## src/rtl/enc_wdt_pkg.sv

```systemverilog
package enc_wdt_pkg;
  localparam int REG_W     = 8;
  localparam int RES_W     = 2;
  localparam int MULT_W    = 5;
  localparam int STEER_BIT = 7;
  localparam int MAX_SHIFT = 2 * ((1 << RES_W) - 1);
  localparam int CNT_W     = MULT_W + MAX_SHIFT;
endpackage

```

## src/rtl/wdt_interval_dec.sv

```systemverilog
module wdt_interval_dec
  import enc_wdt_pkg::*;
(
  input  logic [REG_W-1:0] cfg_i,
  output logic [CNT_W-1:0] ticks_o
);
  localparam int NRES = 1 << RES_W;

  logic [RES_W-1:0]  res;
  logic [MULT_W-1:0] mult;
  logic [CNT_W-1:0]  cand [NRES];

  assign res  = cfg_i[RES_W-1:0];
  assign mult = cfg_i[RES_W +: MULT_W];

  // one pre-shifted candidate per resolution step (x4 per step)
  for (genvar g = 0; g < NRES; g++) begin : g_res
    assign cand[g] = CNT_W'(mult) << (2 * g);
  end

  assign ticks_o = cand[res];
endmodule

```

## src/rtl/wdt_countdown.sv

```systemverilog
module wdt_countdown
  import enc_wdt_pkg::*;
(
  input  logic             clk_i,
  input  logic             rst_ni,
  input  logic             restart_i,
  input  logic [CNT_W-1:0] load_i,
  input  logic             tick_i,
  output logic             expire_o
);
  logic [CNT_W-1:0] count_q;

  // restart has priority over a coincident tick
  assign expire_o = tick_i && !restart_i && (count_q == CNT_W'(1));

  always_ff @(posedge clk_i or negedge rst_ni) begin
    if (!rst_ni)                          count_q <= '0;
    else if (restart_i)                   count_q <= load_i;
    else if (tick_i && count_q != '0)     count_q <= count_q - CNT_W'(1);
  end


  no_drift_chk: assert property (@(posedge clk_i) disable iff (!rst_ni)
    (!tick_i && !restart_i) |=> $stable(count_q));


  reload_chk: assert property (@(posedge clk_i) disable iff (!rst_ni)
    restart_i |=> (count_q == $past(load_i)));
endmodule

```

## src/rtl/wdt_ctrl_reg.sv

```systemverilog
module wdt_ctrl_reg
  import enc_wdt_pkg::*;
(
  input  logic             clk_i,
  input  logic             rst_ni,
  input  logic             wr_en_i,
  input  logic [REG_W-1:0] wdata_i,
  input  logic             clear_i,
  output logic [REG_W-1:0] ctrl_o
);
  logic [REG_W-1:0] ctrl_q;

  always_ff @(posedge clk_i or negedge rst_ni) begin
    if (!rst_ni)      ctrl_q <= '0;
    else if (wr_en_i) ctrl_q <= wdata_i;
    else if (clear_i) ctrl_q <= '0;
  end

  assign ctrl_o = ctrl_q;


  wr_store_chk: assert property (@(posedge clk_i) disable iff (!rst_ni)
    wr_en_i |=> (ctrl_o == $past(wdata_i)));
endmodule

```

## src/rtl/wdt_action.sv

```systemverilog
module wdt_action (
  input  logic clk_i,
  input  logic rst_ni,
  input  logic expire_i,
  input  logic steer_i,
  input  logic restart_i,
  output logic flag_o,
  output logic irq_o,
  output logic rst_req_o
);
  logic flag_q, irq_q, rst_q;

  always_ff @(posedge clk_i or negedge rst_ni) begin
    if (!rst_ni) begin
      flag_q <= 1'b0;
      irq_q  <= 1'b0;
      rst_q  <= 1'b0;
    end else begin
      irq_q <= expire_i && !steer_i;
      rst_q <= expire_i &&  steer_i;
      if (restart_i)     flag_q <= 1'b0;
      else if (expire_i) flag_q <= 1'b1;
    end
  end

  assign flag_o    = flag_q;
  assign irq_o     = irq_q;
  assign rst_req_o = rst_q;


  flag_src_chk: assert property (@(posedge clk_i) disable iff (!rst_ni)
    $rose(flag_q) |-> (irq_q || rst_q));


  irq_single_chk: assert property (@(posedge clk_i) disable iff (!rst_ni)
    irq_q |=> !irq_q);


  restart_clr_chk: assert property (@(posedge clk_i) disable iff (!rst_ni)
    restart_i |=> !flag_q);
endmodule

```

## src/rtl/enc_wdt.sv

```systemverilog
module enc_wdt
  import enc_wdt_pkg::*;
(
  input  logic             clk_i,
  input  logic             rst_ni,
  input  logic             wr_en_i,
  input  logic             rd_en_i,
  input  logic [REG_W-1:0] wdata_i,
  output logic [REG_W-1:0] rdata_o,
  input  logic             tick_i,
  output logic             flag_o,
  output logic             irq_o,
  output logic             rst_req_o,
  output logic             side_clr_o
);
  logic [REG_W-1:0] ctrl;
  logic [REG_W-1:0] cfg_sel;
  logic [CNT_W-1:0] load_ticks;
  logic             restart, expire, steer_clr;

  assign restart   = wr_en_i | rd_en_i;
  assign cfg_sel   = wr_en_i ? wdata_i : ctrl;
  assign steer_clr = expire & ctrl[STEER_BIT];

  wdt_ctrl_reg u_reg (
    .clk_i, .rst_ni, .wr_en_i, .wdata_i,
    .clear_i (steer_clr),
    .ctrl_o  (ctrl)
  );

  wdt_interval_dec u_dec (
    .cfg_i   (cfg_sel),
    .ticks_o (load_ticks)
  );

  wdt_countdown u_cnt (
    .clk_i, .rst_ni,
    .restart_i (restart),
    .load_i    (load_ticks),
    .tick_i,
    .expire_o  (expire)
  );

  wdt_action u_act (
    .clk_i, .rst_ni,
    .expire_i  (expire),
    .steer_i   (ctrl[STEER_BIT]),
    .restart_i (restart),
    .flag_o, .irq_o, .rst_req_o
  );

  assign side_clr_o = rst_req_o;
  assign rdata_o    = ctrl;


  excl_pulse_chk: assert property (@(posedge clk_i) disable iff (!rst_ni)
    !(irq_o && rst_req_o));


  steer_clr_chk: assert property (@(posedge clk_i) disable iff (!rst_ni)
    rst_req_o |-> (rdata_o == '0));


  off_quiet_chk: assert property (@(posedge clk_i) disable iff (!rst_ni)
    ($past(rdata_o) == '0 && !$past(wr_en_i)) |-> !$rose(flag_o));
endmodule

```

## config.mk

```make
export PLATFORM = sky130hd
export DESIGN_NAME = enc_wdt
export DESIGN_NICKNAME = d
export VERILOG_FILES = /design/src/rtl/enc_wdt_pkg.sv /design/src/rtl/wdt_interval_dec.sv /design/src/rtl/wdt_countdown.sv /design/src/rtl/wdt_ctrl_reg.sv /design/src/rtl/wdt_action.sv /design/src/rtl/enc_wdt.sv
export SDC_FILE = /design/constraint.sdc
export NUM_CORES = 1
export LEC_CHECK = 0
export ABC_AREA = 1
export BUFFER_PORTS_ARGS = -buffer_cell sky130_fd_sc_hd__buf_2
export CORE_UTILIZATION = 49
export DETAILED_ROUTE_END_ITERATION = 8
export HOLD_SLACK_MARGIN = 0.12
export PLACE_DENSITY = 0.81
export SETUP_SLACK_MARGIN = 0.1
export SLEW_MARGIN = 20
export SYNTH_ARGS = -nofsm -noshare
export SYNTH_HDL_FRONTEND = slang
export SYNTH_SLANG_ARGS = --single-unit
```

## constraint.sdc

```tcl
create_clock -name clk_i -period 3.7 [get_ports clk_i]
set_input_delay 0.37 -clock clk_i [delete_from_list [all_inputs] [get_ports clk_i]]
set_output_delay 0.37 -clock clk_i [all_outputs]
set_load 0.005 [all_outputs]
```

==> results.sh, run 1 <==
export IMPL_status="finished clean"
export IMPL_synth_fp_nets=217
export IMPL_pin_count=25
export IMPL_grtUsageMet1_pct=30.1
export IMPL_worstMarginPinSlew_ps=470
export IMPL_hold_slack_ps=253
export IMPL_critPathMaxFanout=14
export IMPL_htreeDepth=1
export IMPL_cts_root_buf="clkbuf_4"
export IMPL_wl_per_cell_um=11.4
export IMPL_top_usage_layer="met2"
export IMPL_fmax_mhz=598
export IMPL_hold_viol=0
export IMPL_grt_max_degree=23
export IMPL_coreArea_um2=2760
export IMPL_fin_cells=257
export IMPL_power_density_nw_per_um2=390
export IMPL_place_congestion=0.873
export IMPL_cts_buffers=3
export IMPL_crit_required_ps=3920
export IMPL_max_stage_delay_ps=410
export IMPL_clk_transition_reported_paths_ps=120
export IMPL_crit_path_end_kind="register"
export IMPL_initial_utilization_pct=51.7
export IMPL_total_power_uw=620
export IMPL_yosysTopAreaCell="dfrtp_1"
export IMPL_dpl_hpwl_mm=2.30
export IMPL_grt_pass1_wl_mm=5.32
export IMPL_dp_cells=252
export IMPL_dieArea_um2=3130
export IMPL_post_route_min_period_ps=1670
export IMPL_clock_sinks=22
export IMPL_ys_ff_latch=22
export IMPL_cp_buffers_inverters=1
export IMPL_peakVddDrop_mv=0.237
export IMPL_regArea_um2=551
export IMPL_grt_pass1_vias=1257
export IMPL_async_flop_share_pct=100
export IMPL_arrival_ps=1890
export IMPL_avgSynthCellArea_um2=7.06
export IMPL_drive_gt1_share_pct=20.4
export IMPL_antenna_found_initial=0
export IMPL_met2_usage_pct=33.7
export IMPL_fin_tns_setup_ps=0
export IMPL_postSynthCellCount=202
export IMPL_max_cap_viol_count=0
export IMPL_die_h_um=55.9
export IMPL_multi_input_area_um2=716
export IMPL_port_buffers=24
export IMPL_slowest_stage="dfrtp_1"
export IMPL_yosys_most_used_dff="dfrtp_1"
export IMPL_mostFrequentLayoutCells="nand2_1 (68), inv_1 (30), nand3_1 (24), buf_2 (24), dfrtp_1 (22)"
export IMPL_synth_cell_types=24
export IMPL_syn2layout_area_growth_pct=11.4
export IMPL_nets=242
export IMPL_syn_cell_area_um2=1430
export IMPL_final_antenna_net_count=0
export IMPL_diodes=0
export IMPL_slew_headroom_pct=68.6
export IMPL_drt_wl_total_mm=2.92
export IMPL_grt_overflow=0
export IMPL_yosysWarnings=0
export IMPL_drc=0
export IMPL_first_pass_iters=4
export IMPL_final_common_cell="nand2_1"
export IMPL_fin_worst_skew_ps=5.29
export IMPL_setup_viol=0
export IMPL_rsz0062_at_grt="false"
export IMPL_fillCellCount=278
export IMPL_dp_slack_ps=2020
export IMPL_ys_seq_area_share_pct=38.6
export IMPL_clk_latency_ps=310
export IMPL_slew_violations=0
export IMPL_vias_per_cell=5.12
export IMPL_vias=1315
export IMPL_setup_slack_ps=2030
export IMPL_critPathLaunchType="register"
export IMPL_critPathTopFamily="simple AND/OR/NAND/NOR gates"
export IMPL_synthTopCellsByArea="dfrtp_1 (39%), nand2_1 (18%), nand3_1 (8.4%), inv_1 (7.9%), nor2_1 (4.2%)"
export IMPL_cts_path_max_buffers=2
export IMPL_tritoncts="built"
export IMPL_synth_top_area_share_pct=38.6
export IMPL_path_cells="inv_1 -> ha_1 -> nand2_2 -> nor2_4 -> nand2_2 -> nand2_4 -> nand2_4 -> nand2_1 -> o21ai_2"
export IMPL_hold_path_class="input port to register"
export IMPL_critPathKind="register to register"
export IMPL_die_w_um=55.9
export IMPL_p_leak_uw=0.000947
export IMPL_grt_use_met3_pct=2.79
export IMPL_grt_util_all_layers_pct=21.6
export IMPL_drtIter0Drc=37
export IMPL_placementRows=19
export IMPL_synth_edf_count=0
export IMPL_finalCritPeriodShare_pct=45.2
power breakdown:
group,internal [µW],switching (µW),leakage (µW),total [µW]
registers,267,23.0,0.000283,291
logic,67.5,130,0.000643,197
clock network,60.2,71.5,0.0000210,132
total,395,224,0.000947,620
Yosys cell counts, types with 2 or more instances:
master,count
buf_6,2
nand2_2,3
a21oi_1,2
ha_1,2
nand3_1,24
inv_1,30
nand2_4,2
o21ai_0,8
buf_4,2
o21ai_2,4
nor2_4,5
dfrtp_1,22
o21bai_1,3
nor2_1,16
nand2_1,68
tightest hold or removal path, delay by kind of cell:
family                 cells  cell delay [ps]
buffers and inverters      1               70
AND/OR/NAND/NOR            2               90
what timing repair did:
item / 4_1_cts / 5_1_grt
buffers inserted: 0 / 0
hold buffers: 1 / 0
resized for setup: 0 / 0
endpoints found under the hold margin: 22 / 0
worst paths after layout:
check / start / slack (ps) / depth (start not counted) / to
max in group asynchronous: rst_ni / 2850 / 2 / u_reg.ctrl_o[0]$_DFFE_PN0P_
hold reg to reg: u_act.flag_o$_DFFE_PN0P_ / 500 / 2 / u_act.flag_o$_DFFE_PN0P_
setup reg to reg: u_cnt.count_q[0]$_DFFE_PN0P_ / 2030 / 9 / u_cnt.count_q[0]$_DFFE_PN0P_
hold / removal: wdata_i[7] / 250 / 3 / u_reg.ctrl_o[7]$_DFFE_PN0P_
min in group asynchronous: rst_ni / 530 / 2 / u_cnt.count_q[7]$_DFFE_PN0P_
setup / recovery: u_cnt.count_q[0]$_DFFE_PN0P_ / 2030 / 9 / u_cnt.count_q[0]$_DFFE_PN0P_
stage by stage:
step,area [µm²],utilization [%]
floorplan,1430,-
global placement,1540,55.9
detailed placement,1540,55.9
CTS,1590,57.6
global route,1590,57.6
finish,1590,57.6
flip-flops by register name, summed over array words and instances (netlist names):
| signal | count |
|---|---|
| u_act.irq_o | 1 |
| u_reg.ctrl_o | 8 |
| u_cnt.count_q | 11 |
| u_act.rst_req_o | 1 |
| u_act.flag_o | 1 |
final cells by class:
class / count / area share (%)
clock buffers: 4 / 2.29
flip-flops and latches: 22 / 34.7
multi-input cells: 144 / 45.1
inverters: 31 / 7.33
well taps: 31 / 2.44
repair buffers: 25 / 8.20
per-layer routing:
metal / up-vias / routed length (µm)
li1: 674 / -
met1: 599 / 1380
met2: 35 / 1370
met3: 7 / 97
met4: 0 / 65
met5: - / 0
kinds of logic after synthesis:
| family | after synthesis | share of synthesized area (%) |
|---|---|---|
| simple gates | 124 | 40.3 |
| buf+inv | 36 | 11.1 |
| flops | 22 | 38.6 |
| compound gates | 18 | 8.16 |
| fa+ha+maj | 2 | 1.76 |
No activity file was read; power rests on OpenSTA's default activity.
==> run 2: changes to the inputs <==
Settings changed: PLACE_DENSITY 0.81 to 0.84.
Clock period 3.7 ns to 1.4 ns, I/O delays scaled along.
==> run 2 against run 1 <==
Compared with the run above:
- clock skew is 3.4 ps higher
- flip-flop and latch count stayed put
- final cell count increased by 7.0%
- maximum frequency rose by 22%
- sequential power grew to 2.6 times the previous value
- first-iteration DRC count increased by 35%
- power rose to 2.9 times the previous value
- wire length increased by 14%
- worst hold slack lost 110 ps
- clock power increased by 120%
- largest cell class unchanged
==> results.sh, run 2 (same netlist as run 1, synthesis figures left out) <==
export IMPL_grt_util_all_layers_pct=23.1
export IMPL_status="finished clean"
export IMPL_drtIter0Drc=50
export IMPL_dp_cells=262
export IMPL_hold_path_class="input port to register"
export IMPL_grt_pass1_wl_mm=5.67
export IMPL_post_route_min_period_ps=1380
export IMPL_worstMarginPinSlew_ps=502
export IMPL_mostFrequentLayoutCells="nand2_1 (64), inv_1 (26), nand3_1 (24), buf_2 (24), dfrtp_1 (22)"
export IMPL_grt_overflow=0
export IMPL_max_cap_viol_count=0
export IMPL_largest_register_ffs=11
export IMPL_coreArea_um2=2760
export IMPL_fmax_mhz=727
export IMPL_max_stage_delay_ps=410
export IMPL_crit_required_ps=1610
export IMPL_slew_headroom_pct=66.5
export IMPL_worst_r2r_cell_count=9
export IMPL_critPathLaunchType="register"
export IMPL_clk_transition_reported_paths_ps=110
export IMPL_fin_cells=275
export IMPL_arrival_ps=1590
export IMPL_htreeDepth=1
export IMPL_dpl_hpwl_mm=2.42
export IMPL_wl_per_cell_um=12.1
export IMPL_regMostFlops="u_cnt.count_q"
export IMPL_slowest_stage="dfrtp_1"
export IMPL_placementRows=19
export IMPL_die_h_um=55.9
export IMPL_clk_latency_ps=310
export IMPL_first_pass_iters=4
export IMPL_final_common_cell="nand2_1"
export IMPL_cp_common_cell="nand2_4"
export IMPL_crit_path_end_kind="register"
export IMPL_dieArea_um2=3130
export IMPL_cts_path_max_buffers=2
export IMPL_diodes=0
export IMPL_slew_violations=0
export IMPL_port_buffers=24
export IMPL_hold_path_depth=5
export IMPL_setup_viol=0
export IMPL_antenna_found_initial=0
export IMPL_critPathMaxFanout=14
export IMPL_finalCritPeriodShare_pct=98.3
export IMPL_vias_per_cell=5.06
export IMPL_multi_input_area_um2=792
export IMPL_syn2layout_area_growth_pct=27.4
export IMPL_tritoncts="built"
export IMPL_final_antenna_net_count=0
export IMPL_nets=261
export IMPL_drc=0
export IMPL_cts_buffers=3
export IMPL_critPathKind="register to register"
export IMPL_p_leak_uw=0.00104
export IMPL_final_util_pct=65.8
export IMPL_grt_pass1_vias=1334
export IMPL_vias=1392
export IMPL_clock_sinks=22
export IMPL_die_w_um=55.9
export IMPL_cts_root_buf="clkbuf_4"
export IMPL_rsz0062_at_grt="true"
export IMPL_fin_worst_skew_ps=8.68
export IMPL_regArea_um2=551
export IMPL_hold_viol=0
export IMPL_place_congestion=0.847
export IMPL_pin_count=25
export IMPL_drive_gt1_share_pct=31.6
export IMPL_initial_utilization_pct=51.7
export IMPL_fillCellCount=234
export IMPL_power_density_nw_per_um2=985
export IMPL_peakVddDrop_mv=0.971
export IMPL_drt_wl_total_mm=3.32
export IMPL_grt_max_degree=23
export IMPL_path_cells="inv_2 -> ha_4 -> nand2_4 -> nor2_4 -> nand2_2 -> nand2_4 -> nand2_8 -> nand2_1 -> o21ai_2"
run 2: cell types whose count changed in the layout (fill, tap and decap cells not counted), moves of 3 or more:
cell / change
buf_4: +15
inv_1: -4
inv_2: +4
nand2_1: -4
nand2_2: +3
o21ai_0: -3
run 2: final timing paths:
kind / slack (ps) / to / from
max: 20 / u_cnt.count_q[2]$_DFFE_PN0P_ / u_cnt.count_q[1]$_DFFE_PN0P_
min: 150 / u_reg.ctrl_o[2]$_DFFE_PN0P_ / wdata_i[2]
max reg2reg: 20 / u_cnt.count_q[2]$_DFFE_PN0P_ / u_cnt.count_q[1]$_DFFE_PN0P_
min reg2reg: 490 / u_act.flag_o$_DFFE_PN0P_ / u_act.flag_o$_DFFE_PN0P_
max in group asynchronous: 720 / u_cnt.count_q[5]$_DFFE_PN0P_ / rst_ni
min in group asynchronous: 340 / u_reg.ctrl_o[4]$_DFFE_PN0P_ / rst_ni
run 2: area by class of cell:
class                      count  area share [%]
multi-input combinational    144            43.6
timing repair buffer          44            16.3
clock buffer                   3            1.24
sequential                    22            30.3
tap                           31            2.14
inverter                      31            6.41
run 2: power breakdown:
part | internal [µW] | total, µW | leakage (µW) | switching (µW)
registers | 707 | 767 | 0.000283 | 60.1
logic | 314 | 734 | 0.000742 | 419
clock network | 101 | 287 | 0.0000138 | 186
run 2: timing repair:
item / in CTS / in global routing
endpoints found under the hold margin: 23 / 0
gates cloned: 0 / 0
setup endpoints to repair: 19 / 21
pin swaps: 7 / 6
setup buffers: 4 / 4
gates resized for setup: 10 / 10
hold buffers: 2 / 0
run 2: metal layers:
metal | vias to the layer above | routed length, µm | GRT usage (%)
met2 | 28 | 1740 | 41.5
met4 | 0 | 23 | 5.57
met5 | - | 0 | 0
met1 | 653 | 1440 | 28.4
li1 | 707 | - | -
met3 | 4 | 114 | 4.65
run 2: worst max-delay path, delay by kind of cell (launching register included):
family / cells / cell delay [ps]
adder cells (fa/ha/maj): 1 / 150
AO/OA/AOI/OAI: 1 / 50
AND/OR/NAND/NOR: 6 / 540
buffers and inverters: 1 / 110
flip-flops: 1 / 410
run 2: stage by stage:
step / setup slack, ps / instance area (µm²) / setup TNS, ps / hold slack, ps / total power (µW)
4_1_cts: 66.3 / 1750 / 0 / 131 / 1740
3_5_place_dp: -40.9 / 1650 / -119 / 139 / 1400
5_1_grt: -35.2 / 1820 / -359 / 167 / 1920
2_1_floorplan: 42.9 / 1440 / 0 / -156 / 1180
3_3_place_gp: 0.371 / 1650 / 0 / 135 / 1380
6_report: 24.3 / 1820 / 0 / 145 / 1790
